## config.mk

```make
export PLATFORM = sky130hd
export DESIGN_NAME = trim_cal_seq
export DESIGN_NICKNAME = d
export VERILOG_FILES = /design/src/rtl/trim_cal_pkg.sv /design/src/rtl/trim_settle_timer.sv /design/src/rtl/trim_pass_pick.sv /design/src/rtl/trim_result_store.sv /design/src/rtl/trim_cal_seq.sv
export SDC_FILE = /design/constraint.sdc
export NUM_CORES = 1
export LEC_CHECK = 0
export BUFFER_PORTS_ARGS = -buffer_cell sky130_fd_sc_hd__buf_2
export CAP_MARGIN = 20
export CORE_AREA = 2 2 80 82
export CTS_BUF_LIST = sky130_fd_sc_hd__clkbuf_4 sky130_fd_sc_hd__clkbuf_8 sky130_fd_sc_hd__clkbuf_16
export CTS_CLUSTER_SIZE = 12
export DETAILED_ROUTE_END_ITERATION = 16
export DIE_AREA = 0 0 82 84
export PLACE_DENSITY = 0.71
export SLEW_MARGIN = 0
export SYNTH_ARGS = -nofsm -noshare
export SYNTH_HDL_FRONTEND = slang
export SYNTH_SLANG_ARGS = --single-unit
```

## constraint.sdc

```tcl
create_clock -name clk -period 2.8 [get_ports clk]
set_input_delay 0.56 -clock clk [delete_from_list [all_inputs] [get_ports clk]]
set_output_delay 0.56 -clock clk [all_outputs]
set_load 0.1 [all_outputs]
```

## src/rtl/trim_cal_pkg.sv

```systemverilog
package trim_cal_pkg;

  localparam int NPASS = 4;

  typedef enum logic [2:0] {
    ST_IDLE,
    ST_ENABLE,
    ST_PICK,
    ST_WAIT,
    ST_SAMPLE,
    ST_FINISH
  } seq_state_e;

  // Pass index bit 1 selects high-speed mode.
  function automatic logic pass_is_hs(input logic [1:0] p);
    return p[1];
  endfunction

  // Pass index bit 0 selects the P pair (low reference), otherwise N pair (high reference).
  function automatic logic [1:0] pass_ref(input logic [1:0] p);
    return p[0] ? 2'b01 : 2'b11;
  endfunction

endpackage

```

## src/rtl/trim_settle_timer.sv

```systemverilog
module trim_settle_timer #(
  parameter int CNT_W = 16
) (
  input  logic             clk,
  input  logic             rst_n,
  input  logic             load_i,
  input  logic             run_i,
  input  logic [CNT_W-1:0] value_i,
  output logic             zero_o
);
  logic [CNT_W-1:0] cnt_q, cnt_d;
  logic             cnt_en;

  always_comb begin
    cnt_en = load_i || (run_i && (cnt_q != '0));
    cnt_d  = load_i ? value_i : cnt_q - 1'b1;
  end

  always_ff @(posedge clk or negedge rst_n) begin
    if (!rst_n)      cnt_q <= '0;
    else if (cnt_en) cnt_q <= cnt_d;
  end

  assign zero_o = (cnt_q == '0);
endmodule

```

## src/rtl/trim_pass_pick.sv

```systemverilog
module trim_pass_pick #(
  parameter int NPASS = 4,
  parameter int IDX_W = 3,
  localparam int SEL_W = $clog2(NPASS)
) (
  input  logic [NPASS-1:0] mask_i,
  input  logic [IDX_W-1:0] from_i,
  output logic             found_o,
  output logic [SEL_W-1:0] idx_o
);
  // Lowest enabled pass at or above from_i; descending loop lets the lowest win.
  always_comb begin
    found_o = 1'b0;
    idx_o   = '0;
    for (int i = NPASS - 1; i >= 0; i--) begin
      if (mask_i[i] && (IDX_W'(i) >= from_i)) begin
        found_o = 1'b1;
        idx_o   = SEL_W'(i);
      end
    end
  end
endmodule

```

## src/rtl/trim_result_store.sv

```systemverilog
module trim_result_store #(
  parameter int NPASS  = 4,
  parameter int TRIM_W = 5,
  localparam int SEL_W = $clog2(NPASS)
) (
  input  logic                          clk,
  input  logic                          rst_n,
  input  logic                          wr_en_i,
  input  logic [SEL_W-1:0]              wr_idx_i,
  input  logic [TRIM_W-1:0]             wr_code_i,
  input  logic                          wr_fail_i,
  input  logic                          fail_clr_i,
  output logic [NPASS-1:0][TRIM_W-1:0]  code_o,
  output logic [NPASS-1:0]              fail_o
);
  for (genvar g = 0; g < NPASS; g++) begin : g_slot
    logic hit;
    assign hit = wr_en_i && (wr_idx_i == SEL_W'(g));

    always_ff @(posedge clk or negedge rst_n) begin
      if (!rst_n)   code_o[g] <= '0;
      else if (hit) code_o[g] <= wr_code_i;
    end

    always_ff @(posedge clk or negedge rst_n) begin
      if (!rst_n)          fail_o[g] <= 1'b0;
      else if (fail_clr_i) fail_o[g] <= 1'b0;
      else if (hit)        fail_o[g] <= wr_fail_i;
    end
  end
endmodule

```

## src/rtl/trim_cal_seq.sv

```systemverilog
module trim_cal_seq
  import trim_cal_pkg::*;
#(
  parameter int TRIM_W   = 5,
  parameter int SETTLE_W = 16
) (
  input  logic                clk,
  input  logic                rst_n,
  input  logic                start_i,
  input  logic [3:0]          pass_mask_i,
  input  logic [SETTLE_W-1:0] settle_i,
  input  logic                cmp_flag_i,
  output logic                amp_en_o,
  output logic                user_trim_o,
  output logic                cal_on_o,
  output logic                hs_mode_o,
  output logic [1:0]          ref_sel_o,
  output logic [TRIM_W-1:0]   trim_code_o,
  output logic [TRIM_W-1:0]   result_nn_o,
  output logic [TRIM_W-1:0]   result_np_o,
  output logic [TRIM_W-1:0]   result_hn_o,
  output logic [TRIM_W-1:0]   result_hp_o,
  output logic [3:0]          fail_o,
  output logic                busy_o,
  output logic                done_o
);
  localparam int IDX_W = $clog2(NPASS + 1);
  localparam int SEL_W = $clog2(NPASS);
  localparam logic [TRIM_W-1:0] CODE_MAX = '1;

  seq_state_e         state_q, state_d;
  logic [IDX_W-1:0]   pidx_q, pidx_d;
  logic [TRIM_W-1:0]  code_q, code_d;
  logic               hs_q, hs_d, cal_q, cal_d, en_q, en_d, ut_q, ut_d;
  logic [1:0]         ref_q, ref_d;
  logic               tmr_load, tmr_zero, wr_en, fail_clr;
  logic               found;
  logic [SEL_W-1:0]   found_idx;
  logic [NPASS-1:0][TRIM_W-1:0] codes;

  trim_pass_pick #(.NPASS(NPASS), .IDX_W(IDX_W)) u_pick (
    .mask_i (pass_mask_i),
    .from_i (pidx_q),
    .found_o(found),
    .idx_o  (found_idx)
  );

  trim_settle_timer #(.CNT_W(SETTLE_W)) u_timer (
    .clk    (clk),
    .rst_n  (rst_n),
    .load_i (tmr_load),
    .run_i  (state_q == ST_WAIT),
    .value_i(settle_i),
    .zero_o (tmr_zero)
  );

  trim_result_store #(.NPASS(NPASS), .TRIM_W(TRIM_W)) u_store (
    .clk       (clk),
    .rst_n     (rst_n),
    .wr_en_i   (wr_en),
    .wr_idx_i  (pidx_q[SEL_W-1:0]),
    .wr_code_i (code_q),
    .wr_fail_i (cmp_flag_i),
    .fail_clr_i(fail_clr),
    .code_o    (codes),
    .fail_o    (fail_o)
  );

  always_comb begin
    state_d  = state_q;
    pidx_d   = pidx_q;
    code_d   = code_q;
    hs_d     = hs_q;
    ref_d    = ref_q;
    cal_d    = cal_q;
    en_d     = en_q;
    ut_d     = ut_q;
    tmr_load = 1'b0;
    wr_en    = 1'b0;
    fail_clr = 1'b0;
    unique case (state_q)
      ST_IDLE: begin
        if (start_i) begin
          state_d  = ST_ENABLE;
          en_d     = 1'b1;
          pidx_d   = '0;
          fail_clr = 1'b1;
        end
      end
      ST_ENABLE: begin
        ut_d    = 1'b1;
        state_d = ST_PICK;
      end
      ST_PICK: begin
        if (found) begin
          hs_d     = pass_is_hs(found_idx);
          ref_d    = pass_ref(found_idx);
          cal_d    = 1'b1;
          code_d   = '0;
          pidx_d   = IDX_W'(found_idx);
          tmr_load = 1'b1;
          state_d  = ST_WAIT;
        end else begin
          cal_d   = 1'b0;
          state_d = ST_FINISH;
        end
      end
      ST_WAIT: begin
        if (tmr_zero) state_d = ST_SAMPLE;
      end
      ST_SAMPLE: begin
        if (!cmp_flag_i || (code_q == CODE_MAX)) begin
          wr_en   = 1'b1;
          pidx_d  = pidx_q + 1'b1;
          state_d = ST_PICK;
        end else begin
          code_d   = code_q + 1'b1;
          tmr_load = 1'b1;
          state_d  = ST_WAIT;
        end
      end
      ST_FINISH: state_d = ST_IDLE;
      default:   state_d = ST_IDLE;
    endcase
  end

  always_ff @(posedge clk or negedge rst_n) begin
    if (!rst_n) begin
      state_q <= ST_IDLE;
      pidx_q  <= '0;
      code_q  <= '0;
      hs_q    <= 1'b0;
      ref_q   <= 2'b00;
      cal_q   <= 1'b0;
      en_q    <= 1'b0;
      ut_q    <= 1'b0;
    end else begin
      state_q <= state_d;
      pidx_q  <= pidx_d;
      code_q  <= code_d;
      hs_q    <= hs_d;
      ref_q   <= ref_d;
      cal_q   <= cal_d;
      en_q    <= en_d;
      ut_q    <= ut_d;
    end
  end

  assign amp_en_o    = en_q;
  assign user_trim_o = ut_q;
  assign cal_on_o    = cal_q;
  assign hs_mode_o   = hs_q;
  assign ref_sel_o   = ref_q;
  assign trim_code_o = code_q;
  assign result_nn_o = codes[0];
  assign result_np_o = codes[1];
  assign result_hn_o = codes[2];
  assign result_hp_o = codes[3];
  assign busy_o      = (state_q != ST_IDLE);
  assign done_o      = (state_q == ST_FINISH);
endmodule

```

==> flow_metrics.py <==
metrics = {
    "drt": {
        "num_vias": 2342,
        "wire_per_inst_um": 16.16,
        "dr.pass1.iters": 5,
        "drc": 0,
        "ant_nets": 0,
        "viasPerCell": 5.589,
        "wirelength_um": 6773,
        "drt_iter0_drc": 121,
    },
    "final_layout": {
        "area_growth_pct": 22.91,
        "n_antenna_cell": 0,
        "seqCellArea_um2": 1426,
        "multiInputGateArea_um2": 1416,
        "nets": 369,
        "layout-drive-gt1-share_pct": 35.96,
        "n_fill_cell": 558,
        "final_cell_area_um2": 3577,
    },
    "timing": {
        "min_period_ns": 2.356,
        "drv_slew": 0,
        "fin_hold_ws_ns": 0.1503,
        "rsz0062_at_grt": "no",
        "worst_pin_slew_ns": 0.4902,
        "finClkSkew_ns": 0.006211,
        "setup_viol": 0,
        "min_period_over_period_pct": 84.16,
        "fmax_mhz": 424.4,
        "finalSetupTns_ns": 0,
        "timing_hold_violations_final": 0,
        "maxSlewHeadroom_pct": 67.55,
    },
    "global_route": {
        "grt_max_degree": 21,
        "antenna_found_initial": 0,
        "grt_pass1_vias": 2285,
        "met1_usage_pct": 28.98,
        "grt.met2_usage_pct": 32.45,
        "grt-ovfl-total": 0,
        "grt-busiest-layer": "met2",
        "grtUsageMet3_pct": 5.736,
        "grt_pass1_wl_um": 11180,
        "grt_use_total_pct": 21.45,
    },
    "clock_network": {
        "clockBufferDepth": 2,
        "h-tree-depth": 3,
        "clock-root-buffer": "clkbuf_8",
        "cts_made_buffers": 9,
        "hold_buffers": 0,
        "cts_tree": "yes",
        "worstSkewPairLatency_ns": 0.34,
        "cts.sinks": 57,
        "clk_pin_slew_ns": 0.07,
        "cts_resized": 0,
        "cts_setup_buffers": 0,
    },
    "logic_synthesis": {
        "ys_types": 57,
        "seq_area_frac_synth_pct": 49.01,
        "syn_inst": 265,
        "ys_seq_elements": 57,
        "async_flop_share_pct": 100.0,
        "synth_fp_nets": 297,
        "synth_edf_count": 0,
        "ys.flop_type": "dfrtp_1",
        "synth_warnings": 0,
        "synth_area_um2": 2910,
        "syn_area_per_cell_um2": 10.98,
    },
    "worst_hold_path": {
        "min_path_type": "input port to asynchronous set/reset pin",
    },
    "die": {
        "die_area_um2": 6888,
        "die_y_um": 84,
        "io_pins": 61,
        "core_area_um2": 6096,
        "start_util_pct": 47.74,
        "dieWidth_um": 82,
        "rows": 29,
    },
    "placed_design": {
        "gp_congestion": 0.8261,
        "placed_area_um2": 3329,
        "dpl.hpwl_um": 4921,
        "port_buffers": 60,
    },
    "worst_setup_path": {
        "required_ns": 3.08,
        "cp.arrival_ns": 2.63,
        "end_kind": "flip-flop",
        "cp_num_buf_inv": 2,
        "path_cells": "inv_1, ha_1, nand3b_1, a21oi_1, a21oi_2, buf_4, or4_1, nand2_1",
        "max_stage_delay_ns": 0.52,
        "start_kind": "flip-flop",
        "critical_path_class": "flip-flop to flip-flop",
        "critPathSlowestCell": "or4_1",
        "cp_top_family": "simple AND/OR/NAND/NOR gates",
        "cp_max_fo": 11,
    },
    "power": {
        "fin_total_pwr_mw": 3.903,
        "p_leak_nw": 1.760,
        "powerDensity_nw_per_um2": 1091,
        "ir_drop_v": 0.0005599,
    },
    "job": {
        "drv_cap": 0,
    },
    "run_status": {
        "outcome": "complete, no violations",
    },
}
Yosys cell counts (all sizes together) (3+ instances only):
cell	count	area share, %
ha	8	3.4
a21oi	8	1.5
mux2	24	9.3
or2	3	0.64
a211o	3	0.90
a211oi	5	1.5
clkbuf	3	0.39
nor3	12	2.2
mux2i	4	1.4
nand2	21	2.7
or4	3	0.90
xnor2	5	1.5
dfrtp	57	49
o211ai	5	1.3
nor2b	4	0.86
nor4	5	1.3
nor2	17	2.4
buf	5	1.2
nor3b	5	1.8
o21ai	15	2.6
nand3	11	1.9
a221o	4	1.4
inv	6	0.77
cell usage in the layout, fill, tap and decap left out, drive strengths merged, types with 6 or more instances in the layout:
cell type and n:
buf 69, dfrtp 57, mux2 24, nand2 21, nor2 17, o21ai 15
nor3 12, nand3 11, clkbuf 11, ha 8, a21oi 8, inv 6
metal layers:
layer | up-vias | routed length [µm]
met2 | 83 | 3161
met1 | 1123 | 3117
li1 | 1125 | -
met4 | 0 | 97
met3 | 11 | 395
met5 | - | 0
sequential cells by signal (all words and copies together), names as in the netlist:
name            flops
amp_en_o            1
cal_on_o            1
hs_mode_o           1
pidx_q              3
ref_sel_o           2
state_q             3
trim_code_o         5
u_store.code_o     20
u_store.fail_o      4
u_timer.cnt_q      16
user_trim_o         1
worst reg2reg max path, delay by kind of cell (launching register included):
| family | cells | cell delay, ns |
|---|---|---|
| and+or+nand+nor | 3 | 0.77 |
| AOI/OAI and AO/OA | 2 | 0.52 |
| DFF | 1 | 0.47 |
| buffers and inverters | 2 | 0.31 |
| adders and majority gates | 1 | 0.23 |
logic make-up (layout without fill, tap and decap cells):
logic type | count (synthesis) | in the layout | share of synthesized area (%)
buffers and inverters | 14 | 91 | 2.321
multiplexers | 28 | 28 | 10.66
adder cells (fa/ha/maj) | 8 | 8 | 3.440
AO/OA/AOI/OAI | 55 | 55 | 13.59
flip-flops | 57 | 57 | 49.01
XOR/XNOR | 5 | 5 | 1.505
AND/OR/NAND/NOR | 98 | 98 | 19.47
layout make-up:
type	count	share of cell area [%]
Sequential cell	57	39.87
Tap cell	77	2.693
Inverter	6	0.6296
Clock inverter	5	2.868
Clock buffer	11	4.057
Timing Repair Buffer	69	10.28
Multi-Input combinational cell	194	39.59
final timing paths:
check                                          from                             to  slack [ns]  depth (start not counted)
max reg2reg                   pidx_q[0]$_DFFE_PN0P_     trim_code_o[3]$_DFFE_PN0P_        0.44                          8
min reg2reg                ref_sel_o[0]$_DFFE_PN0P_       ref_sel_o[0]$_DFFE_PN0P_        0.46                          1
min                                           rst_n  u_store.code_o[7]$_DFFE_PN0P_        0.15                          1
max                           pidx_q[0]$_DFFE_PN0P_     trim_code_o[3]$_DFFE_PN0P_        0.44                          8
max in group asynchronous                     rst_n          hs_mode_o$_DFFE_PN0P_        2.02                          2
min in group clk                       settle_i[10]  u_timer.cnt_q[10]$_DFFE_PN0P_        0.43                          2
power by group:
part	internal [mW]	leakage (nW)	switching [mW]
logic	0.523	0.904	1.10
registers	1.04	0.734	0.285
clock network	0.624	0.123	0.330
total	2.19	1.76	1.72
stage by stage:
| stage | cells | utilization (%) | setup WS [ns] |
|---|---|---|---|
| 3_3_place_gp | 403 | 54.62 | 0.5814 |
| 4_1_cts | 419 | 58.68 | 0.4616 |
| 2_1_floorplan | 265 | - | 0.2837 |
| 6_report | 419 | 58.68 | 0.4435 |
| 3_5_place_dp | 403 | 54.62 | 0.4856 |
| 5_1_grt | 419 | 58.68 | 0.2023 |
Power figures use the tool's default switching activity.
